[src/rtl/memcfg_pkg.sv]
// Package: shared field layout and power state for the memory configuration block.
// Assumes the bit order of cfg_t matches the software-visible register layout.
package memcfg_pkg;

    localparam int unsigned CFG_FIELDS = 6;

    // Packed from MSB (bit 5) down to LSB (bit 0).
    typedef struct packed {
        logic dbg_enable;    // bit 5
        logic sdram_enable;  // bit 4
        logic pin_select;    // bit 3
        logic keep_awake;    // bit 2
        logic pin_level;     // bit 1
        logic remap;         // bit 0
    } cfg_t;

    typedef enum logic {
        PWR_ACTIVE = 1'b0,
        PWR_IDLE   = 1'b1
    } pwr_state_t;

endpackage

[src/rtl/memcfg_regs.sv]
// Module: memcfg_regs
// Holds the control word and serves single-cycle reads and writes at one address.
// Assumes bus_sel/bus_wr are sampled on every rising edge; reads are combinational.
module memcfg_regs
    import memcfg_pkg::*;
#(
    parameter int unsigned        ADDR_W   = 32,
    parameter int unsigned        DATA_W   = 32,
    parameter logic [ADDR_W-1:0]  CFG_ADDR = 32'hF000_0008
) (
    input  logic              clk,
    input  logic              rst_n,
    input  logic              bus_sel,
    input  logic              bus_wr,
    input  logic [ADDR_W-1:0] bus_addr,
    input  logic [DATA_W-1:0] bus_wdata,
    output logic [DATA_W-1:0] bus_rdata,
    output cfg_t              cfg
);

    localparam int unsigned PAD_W = DATA_W - CFG_FIELDS;

    logic addr_hit;
    logic cfg_we;
    cfg_t cfg_q;

    // Purpose: decode an access aimed at the control word.
    always_comb begin
        addr_hit = bus_sel && (bus_addr == CFG_ADDR);
        cfg_we   = addr_hit && bus_wr;
    end

    // Purpose: store the defined fields; upper data bits are dropped.
    always_ff @(posedge clk) begin
        if (!rst_n) begin
            cfg_q <= '0;
        end else if (cfg_we) begin
            cfg_q <= cfg_t'(bus_wdata[CFG_FIELDS-1:0]);
        end
    end

    // Purpose: return the stored word zero-extended on a read, else zero.
    always_comb begin
        bus_rdata = '0;
        if (addr_hit && !bus_wr) begin
            bus_rdata = {{PAD_W{1'b0}}, cfg_q};
        end
    end

    assign cfg = cfg_q;

    // the word is clear in the first cycle out of reset.
    a_r1_reset_clear: assert property (@(posedge clk) disable iff (!rst_n)
        $rose(rst_n) |-> (cfg_q == '0));

    // a write lands its low six bits and nothing else.
    a_r2_write_lands: assert property (@(posedge clk) disable iff (!rst_n)
        cfg_we |=> (cfg_q == $past(bus_wdata[CFG_FIELDS-1:0])));

    // with no write to the word, the word holds.
    a_r2_hold: assert property (@(posedge clk) disable iff (!rst_n)
        !cfg_we |=> $stable(cfg_q));

endmodule

[src/rtl/memcfg_area_decode.sv]
// Module: memcfg_area_decode
// Decides whether a request to the lowest address area goes to the boot ROM
// or is released to the other memory decoders, based on the remap bit.
// Assumes the area is the block of addresses whose top AREA_BITS bits are zero.
module memcfg_area_decode #(
    parameter int unsigned ADDR_W    = 32,
    parameter int unsigned AREA_BITS = 4
) (
    input  logic              req_valid,
    input  logic [ADDR_W-1:0] req_addr,
    input  logic              remap,
    output logic              boot_rom_sel,
    output logic              area0_release
);

    localparam int unsigned TOP_LSB = ADDR_W - AREA_BITS;

    logic in_area0;

    // Purpose: detect a live request inside area 0.
    always_comb begin
        in_area0 = req_valid && (req_addr[ADDR_W-1:TOP_LSB] == '0);
    end

    // Purpose: route the area-0 request by the remap state.
    always_comb begin
        boot_rom_sel  = in_area0 && !remap;
        area0_release = in_area0 && remap;
    end

    // the boot ROM and the released path never both claim a request.
    always_comb begin
        a_r4_exclusive: assert (!(boot_rom_sel && area0_release));
    end

endmodule

[src/rtl/memcfg_idle.sv]
// Module: memcfg_idle
// Tracks request-free cycles and puts the controller core into idle after
// IDLE_CYCLES of them, unless keep_awake is set. Requests are granted at once.
// Assumes req_valid is a per-cycle strobe.
module memcfg_idle
    import memcfg_pkg::*;
#(
    parameter int unsigned IDLE_CYCLES = 4
) (
    input  logic clk,
    input  logic rst_n,
    input  logic req_valid,
    input  logic keep_awake,
    output logic req_grant,
    output logic core_idle
);

    localparam int unsigned CNT_W = (IDLE_CYCLES > 1) ? $clog2(IDLE_CYCLES) : 1;
    localparam logic [CNT_W-1:0] LAST_QUIET = CNT_W'(IDLE_CYCLES - 1);

    pwr_state_t         state_q;
    logic [CNT_W-1:0]   quiet_cnt;

    // Purpose: count request-free cycles and step the power state.
    always_ff @(posedge clk) begin
        if (!rst_n) begin
            state_q   <= PWR_ACTIVE;
            quiet_cnt <= '0;
        end else if (req_valid || keep_awake) begin
            state_q   <= PWR_ACTIVE;
            quiet_cnt <= '0;
        end else if (state_q == PWR_ACTIVE) begin
            if (quiet_cnt == LAST_QUIET) begin
                state_q   <= PWR_IDLE;
                quiet_cnt <= '0;
            end else begin
                quiet_cnt <= quiet_cnt + 1'b1;
            end
        end
    end

    // Purpose: grant in the same cycle and expose the power state.
    always_comb begin
        req_grant = req_valid;
        core_idle = (state_q == PWR_IDLE);
    end

    // Checker counter: length of the current quiet run, saturating.
    logic [CNT_W:0] chk_run;
    always_ff @(posedge clk) begin
        if (!rst_n || req_valid || keep_awake) begin
            chk_run <= '0;
        end else if (chk_run != (CNT_W+1)'(IDLE_CYCLES)) begin
            chk_run <= chk_run + 1'b1;
        end
    end

    // idle exactly when the quiet run has reached its length.
    a_r6_idle_exact: assert property (@(posedge clk) disable iff (!rst_n)
        core_idle == (chk_run == (CNT_W+1)'(IDLE_CYCLES)));

    // any request leaves the core active from the next edge.
    a_r7_wake_next: assert property (@(posedge clk) disable iff (!rst_n)
        req_valid |=> !core_idle);

    // keep-awake forbids idle on the following edge.
    a_r8_keep_awake: assert property (@(posedge clk) disable iff (!rst_n)
        keep_awake |=> !core_idle);

endmodule

[src/rtl/memcfg_pin_mux.sv]
// Module: memcfg_pin_mux
// Chooses what drives the external SDRAM clock pin: the clock or a software level.
// Assumes both inputs are glitch-free at the pin's needs; purely combinational.
module memcfg_pin_mux (
    input  logic pin_select,
    input  logic pin_level,
    input  logic sdram_clk_in,
    output logic sd_clk_pin
);

    // Purpose: pick the pin source.
    always_comb begin
        sd_clk_pin = pin_select ? pin_level : sdram_clk_in;
    end

endmodule

[src/rtl/memcfg_ctrl.sv]
// Module: memcfg_ctrl (top)
// Control register of a memory controller plus the logic it steers: area-0 boot
// remap decode, automatic idle, SDRAM clock pin source, and two enables.
// Assumes a single clock domain and a synchronous active-low reset.
module memcfg_ctrl
    import memcfg_pkg::*;
#(
    parameter int unsigned        ADDR_W      = 32,
    parameter int unsigned        DATA_W      = 32,
    parameter logic [ADDR_W-1:0]  CFG_ADDR    = 32'hF000_0008,
    parameter int unsigned        AREA_BITS   = 4,
    parameter int unsigned        IDLE_CYCLES = 4
) (
    input  logic              clk,
    input  logic              rst_n,
    input  logic              bus_sel,
    input  logic              bus_wr,
    input  logic [ADDR_W-1:0] bus_addr,
    input  logic [DATA_W-1:0] bus_wdata,
    output logic [DATA_W-1:0] bus_rdata,
    input  logic              req_valid,
    input  logic [ADDR_W-1:0] req_addr,
    input  logic              sdram_clk_in,
    output logic              req_grant,
    output logic              boot_rom_sel,
    output logic              area0_release,
    output logic              core_idle,
    output logic              sdram_en,
    output logic              jtag_en,
    output logic              sd_clk_pin
);

    cfg_t cfg;

    memcfg_regs #(
        .ADDR_W   (ADDR_W),
        .DATA_W   (DATA_W),
        .CFG_ADDR (CFG_ADDR)
    ) u_regs (
        .clk       (clk),
        .rst_n     (rst_n),
        .bus_sel   (bus_sel),
        .bus_wr    (bus_wr),
        .bus_addr  (bus_addr),
        .bus_wdata (bus_wdata),
        .bus_rdata (bus_rdata),
        .cfg       (cfg)
    );

    memcfg_area_decode #(
        .ADDR_W    (ADDR_W),
        .AREA_BITS (AREA_BITS)
    ) u_decode (
        .req_valid     (req_valid),
        .req_addr      (req_addr),
        .remap         (cfg.remap),
        .boot_rom_sel  (boot_rom_sel),
        .area0_release (area0_release)
    );

    memcfg_idle #(
        .IDLE_CYCLES (IDLE_CYCLES)
    ) u_idle (
        .clk        (clk),
        .rst_n      (rst_n),
        .req_valid  (req_valid),
        .keep_awake (cfg.keep_awake),
        .req_grant  (req_grant),
        .core_idle  (core_idle)
    );

    memcfg_pin_mux u_pin (
        .pin_select   (cfg.pin_select),
        .pin_level    (cfg.pin_level),
        .sdram_clk_in (sdram_clk_in),
        .sd_clk_pin   (sd_clk_pin)
    );

    // Purpose: drive the enables straight from the stored word.
    always_comb begin
        sdram_en = cfg.sdram_enable;
        jtag_en  = cfg.dbg_enable;
    end

    // Observation of a bus write to the word, for the properties below.
    logic obs_cfg_wr;
    always_comb begin
        obs_cfg_wr = bus_sel && bus_wr && (bus_addr == CFG_ADDR);
    end

    // after remap is written to 1, the boot ROM is not selected.
    a_r4_remap_release: assert property (@(posedge clk) disable iff (!rst_n)
        (obs_cfg_wr && bus_wdata[0]) |=> !boot_rom_sel);

    // selecting the software level puts the written level on the pin.
    a_r9_pin_level: assert property (@(posedge clk) disable iff (!rst_n)
        (obs_cfg_wr && bus_wdata[3]) |=> (sd_clk_pin == $past(bus_wdata[1])));

    // enables follow the written bits.
    a_r10_enables: assert property (@(posedge clk) disable iff (!rst_n)
        obs_cfg_wr |=> ((sdram_en == $past(bus_wdata[4])) && (jtag_en == $past(bus_wdata[5]))));

endmodule

[config.mk]
export PLATFORM = sky130hd
export DESIGN_NAME = memcfg_ctrl
export DESIGN_NICKNAME = d
export VERILOG_FILES = /design/src/rtl/memcfg_pkg.sv /design/src/rtl/memcfg_regs.sv /design/src/rtl/memcfg_area_decode.sv /design/src/rtl/memcfg_idle.sv /design/src/rtl/memcfg_pin_mux.sv /design/src/rtl/memcfg_ctrl.sv
export SDC_FILE = /design/constraint.sdc
export NUM_CORES = 1
export LEC_CHECK = 0
export BUFFER_PORTS_ARGS = -buffer_cell sky130_fd_sc_hd__buf_2
export CELL_PAD_IN_SITES_DETAIL_PLACEMENT = 1
export CELL_PAD_IN_SITES_GLOBAL_PLACEMENT = 2
export CORE_UTILIZATION = 10
export CTS_BUF_LIST = sky130_fd_sc_hd__clkbuf_16
export DETAILED_ROUTE_END_ITERATION = 10
export PLACE_DENSITY_LB_ADDON = 0.1
export SYNTH_ARGS = -nofsm -noshare
export SYNTH_HDL_FRONTEND = slang
export SYNTH_HIERARCHICAL = 1
export SYNTH_SLANG_ARGS = --single-unit
export TNS_END_PERCENT = 20
[constraint.sdc]
create_clock -name clk -period 1.4 [get_ports clk]
set_input_delay 0.14 -clock clk [delete_from_list [all_inputs] [get_ports clk]]
set_output_delay 0.14 -clock clk [all_outputs]
set_load 0.01 [all_outputs]
==> results of run 1 <==
[power breakdown]
group / switching (W) / internal, W / total (W)
sequential: 0.00000227 / 0.000261 / 0.000263
combinational: 0.0000915 / 0.0000914 / 0.000183
clock: 0.000121 / 0.000373 / 0.000494
total: 0.000215 / 0.000725 / 0.000939
[layout make-up]
type	count	area (um2)	area share
timing repair buffer	68	474	0.332
clock inverter	1	3.75	0.00263
inverter	1	3.75	0.00263
clock buffer	3	75.1	0.0525
sequential	9	180	0.126
multi-input combinational	77	568	0.398
tap	99	124	0.0867
[timing repair]
action / CTS / global route
cloned: 0 / 0
endpoints found under the setup margin: 7 / 13
buffers inserted: 2 / 0
resized for setup: 18 / 16
pin swaps: 11 / 7
[sequential cells by signal (all words and copies together), names as in the netlist]
name / count
u_idle/core_idle: 1
u_idle/quiet_cnt: 2
u_regs/cfg: 6
[Yosys cell counts (all sizes together)]
cell type and number:
buf 27, nand2 13, dfxtp 9, mux2i 7
and2 6, nor4 6, nor2 4, nor4b 3
nand4 2, nor3 2, a21oi 1, clkbuf 1
conb 1, ha 1, inv 1, mux2 1
nand3 1, nand4bb 1, or3 1, or3b 1
or4b 1
[stage by stage]
step | TNS (ns) | cell area [um2] | hold WS, ns
after global placement | -2.65 | 1140 | 0.390
after global routing | -2.14 | 1430 | 0.156
final | -0.947 | 1430 | 0.156
after floorplan | 0 | 880 | 0.282
after detailed placement | -2.72 | 1140 | 0.397
after CTS | -1.14 | 1340 | 0.152
[kinds of logic (layout without fill, tap and decap cells)]
logic type      count (synthesis)  after routing  synth area share
compound gates                  1              1           0.00641
fa+ha+maj                       1              1            0.0160
buf+inv                        29             73             0.270
flops                           9              9             0.231
mux                             8              8             0.109
other cells                     1             26           0.00481
simple gates                   41             41             0.363
[critical path, stage by stage]
cell	delay, ns
buf_6	0.09
nor4_4	0.27
nand4_2	0.18
nor4_4	0.31
buf_4	0.19
and2_4	0.15
buf_6	0.09
[per-layer routing]
layer | track usage | part of all wire | up-vias
met3 | 0.0168 | 0.077 | 2
li1 | - | - | 395
met4 | 0.0202 | 0.0047 | 0
met2 | 0.120 | 0.56 | 48
met5 | 0 | 0 | -
met1 | 0.0640 | 0.36 | 369
[path summary, 6_finish.rpt]
path / endpoint / cells past startpoint / slack, ns
min: u_regs/cfg[5] / 3 / 0.16
max reg2reg: u_idle/quiet_cnt[0] / 3 / 0.35
min reg2reg: u_regs/cfg[2] / 2 / 0.47
max: bus_rdata[1] / 7 / -0.17
==> results.json, run 1 <==
{
  "num_vias": 814,
  "hpwl_mm": 2.12,
  "fill_cells": 883,
  "antenna_left": 0,
  "layout_setup_ws_ns": -0.171,
  "final_core_util": 0.193,
  "rows": 31,
  "outcome": "complete, but fails checks",
  "dp_slack_ns": -0.280,
  "slew_viol_final": 0,
  "cts.clk_slew.worst_paths_ns": 0.04,
  "synth.area.top_cells": "buf_4, dfxtp_1, mux2i_1, nand2_1, nor4_4",
  "syn_inst": 90,
  "place.gp.congestion": 0.715,
  "worstSetupStartpoint": "bus_addr[9]",
  "clock-sinks": 9,
  "maxCapViolCount": 0,
  "cts_hold_buf": 0,
  "power.density_nw_per_um2": 657,
  "fin_skew_ns": 0.00161,
  "synth-seq-area-share": 0.231,
  "wl_per_cell_um": 9.86,
  "finalHoldViolCount": 0,
  "portBuffers": 60,
  "leakage_nw": 0.669,
  "rsz0062_at_grt": "yes",
  "cts_buffer_depth": 2,
  "grt_pass1_vias": 873,
  "finalNetCount": 263,
  "ys_types": 26,
  "min_period_ns": 1.57,
  "synth_top_cell_by_area": "buf_4",
  "final_common_cell": "buf_2",
  "start_util": 0.105,
  "diodes": 0,
  "netlist_area_um2": 779,
  "cts_tree": "done",
  "p_total_w": 0.000939,
  "hold_class": "primary input to register",
  "syn2layout_area_growth_pct": 83.3,
  "worstSkewPairLatency_ns": 0.23,
  "dp.cells": 252,
  "setup_viol": 7,
  "finalWirelength_mm": 2.54,
  "grt_pass1_wl_mm": 4.02,
  "drive_above_1_share": 0.566,
  "antenna_found_initial": 0,
  "crit_type": "primary input to output pin",
  "holdCritStartpoint": "bus_wdata[5]",
  "firstDrtPassIters": 2,
  "cts_root_buf": "clkbuf_16",
  "worstPathRequired_ns": 1.26,
  "cts_max_level": 1,
  "vdd_drop_max_mv": 0.267,
  "grt_max_degree": 13,
  "finalCritPeriodShare": 1.12,
  "drt_iter0_markers": 6,
  "yosysTopAreaCellShare": 0.260,
  "reg2reg_from": "u_idle/quiet_cnt[0]",
  "startpoint_type": "primary input",
  "crit_fanout": 5,
  "grt_overflow_total": 0,
  "cts_inserted_buffers": 3,
  "final_cell_mix": "buf_2, conb_1, buf_6",
  "die_h_um": 90.3,
  "ys_ff_latch": 9,
  "synth_area_per_cell_um2": 8.66,
  "die-width_um": 90.3,
  "worstPathArrival_ns": 1.43,
  "violations": "setup timing",
  "drc_errors": 0,
  "endpoint_kind": "output pin",
  "core_area_um2": 7410,
  "viasPerCell": 3.16,
  "final-instance-count-excl-fill": 258,
  "ios": 141,
  "fmax_ghz": 0.636,
  "yosysWarnings": 6,
  "dieArea_um2": 8150,
  "grt.total_usage": 0.0622
}
(Power assumes the default switching activity.)
==> run 2: changes to the inputs <==
--- a/config.mk
+++ b/config.mk
@@ -8,6 +8,7 @@
 export BUFFER_PORTS_ARGS = -buffer_cell sky130_fd_sc_hd__buf_2
 export CELL_PAD_IN_SITES_DETAIL_PLACEMENT = 1
 export CELL_PAD_IN_SITES_GLOBAL_PLACEMENT = 2
+export CORE_ASPECT_RATIO = 1.4
 export CORE_UTILIZATION = 10
 export CTS_BUF_LIST = sky130_fd_sc_hd__clkbuf_16
 export DETAILED_ROUTE_END_ITERATION = 10
==> run 2 against run 1 <==
- the flow still finishes with violations (setup timing)
- largest power group unchanged
- critical path type unchanged
- die area barely moved
- total power fell by 1.0%
- worst hold slack got worse by 0.0049 ns
- fmax rose by 3.2%
- via count fell by 0.61%
- global-route usage rose by 0.52 points
- routed wire length rose by 5.2%
- largest cell class unchanged
- clock power barely moved
- final cell count fell by 1.6%
- core utilization fell by 0.97 points
==> results.json, run 2 (synthesized netlist as in run 1, its figures left out) <==
{
  "outcome": "complete, but fails checks",
  "violations": "setup timing",
  "finalHoldViolCount": 0,
  "drc_errors": 0,
  "hpwl_mm": 2.29,
  "antenna_found_initial": 0,
  "crit_fanout": 6,
  "stdcell_area_um2": 1370,
  "place.gp.congestion": 0.743,
  "dp_slack_ns": -0.283,
  "holdWs_ns": 0.152,
  "die-width_um": 76.6,
  "start_util": 0.105,
  "final_cell_mix": "buf_2, conb_1, buf_6, nand2_1, dfxtp_1",
  "portBuffers": 60,
  "rsz0062_at_grt": "yes",
  "fin_skew_ns": 0.000349,
  "slew_viol_final": 0,
  "dieArea_um2": 8160,
  "core_area_um2": 7450,
  "worstPathArrival_ns": 1.38,
  "die_h_um": 106,
  "grt.total_usage": 0.0673,
  "drive_above_1_share": 0.561,
  "final_common_cell": "buf_2",
  "wl_per_cell_um": 10.5,
  "largest_reg_flops": 6,
  "grt_max_degree": 13,
  "cts_max_level": 1,
  "layout_setup_ws_ns": -0.122,
  "grt_pass1_wl_mm": 4.28,
  "final_core_util": 0.183,
  "worstSkewPairLatency_ns": 0.23,
  "place_area_um2": 1130,
  "viasPerCell": 3.19,
  "fmax_ghz": 0.657,
  "grt_overflow_total": 0,
  "finalNetCount": 261,
  "startpoint_type": "primary input",
  "p_total_w": 0.000930,
  "num_vias": 809,
  "clock-sinks": 9,
  "grt_pass1_vias": 907,
  "setup_viol": 7,
  "cts_root_buf": "clkbuf_16",
  "cts_inserted_buffers": 3,
  "antenna_left": 0,
  "cts_tree": "done",
  "crit_type": "primary input to output pin",
  "ios": 141,
  "rows": 37,
  "diodes": 0,
  "min_period_ns": 1.52,
  "leakage_nw": 0.648,
  "finalCritPeriodShare": 1.09,
  "syn2layout_area_growth_pct": 75.1,
  "firstDrtPassIters": 2,
  "endpoint_kind": "output pin",
  "vdd_drop_max_mv": 0.403,
  "worstPathRequired_ns": 1.26,
  "maxCapViolCount": 0,
  "cts_buffer_depth": 2,
  "hold_class": "primary input to register",
  "drt_iter0_markers": 13,
  "cts.clk_slew.worst_paths_ns": 0.04,
  "cts_hold_buf": 0,
  "power.density_nw_per_um2": 681,
  "finalWirelength_mm": 2.68
}
run 2: worst max-delay path, cell delays in order:
cell and delay [ns]:
buf_6 0.09, nor4_4 0.27, nand4_2 0.17, nor4_4 0.30
buf_6 0.17, and2_4 0.14, buf_6 0.09
run 2: where the power goes:
group          leakage, nW  total, W  internal (W)  switching (W)
Clock               0.0423  0.000496      0.000373       0.000123
Sequential          0.0728  0.000263      0.000261     0.00000226
Combinational        0.533  0.000171     0.0000805      0.0000901
run 2: worst paths after layout:
check,startpoint,to,slack [ns],cells after the start
worst max-delay path,bus_addr[24],bus_rdata[0],-0.12,7
worst min-delay path,bus_wdata[3],u_regs/cfg[3],0.15,3
worst max register to register,u_idle/quiet_cnt[0],u_idle/quiet_cnt[0],0.36,3
worst min register to register,u_regs/cfg[4],u_regs/cfg[4],0.48,2
run 2: final cells by class:
cell class	instances	area, um2
Multi-Input combinational cell	77	559
Tap cell	97	121
Inverter	1	3.75
Timing Repair Buffer	66	422
Sequential cell	9	180
Clock buffer	3	75.1
Fill cell	897	6090
Clock inverter	1	3.75
run 2: timing repair:
action / CTS / global route
gates resized for setup: 18 / 9
pin swaps: 10 / 4
setup buffers: 1 / 0
endpoints found under the setup margin: 7 / 12
gates cloned: 0 / 0
run 2: stage by stage:
stage	std cells	setup TNS, ns
2_1_floorplan	115	0
3_3_place_gp	249	-2.17
3_5_place_dp	249	-2.81
4_1_cts	254	-1.19
5_1_grt	254	-1.40
6_report	254	-0.777
run 2: routing by layer:
metal	share of wire	GRT usage	wire [um]
met4	0.0030	0.0165	8
met3	0.079	0.0215	210
met1	0.34	0.0695	919
met2	0.57	0.129	1540
met5	0	0	0
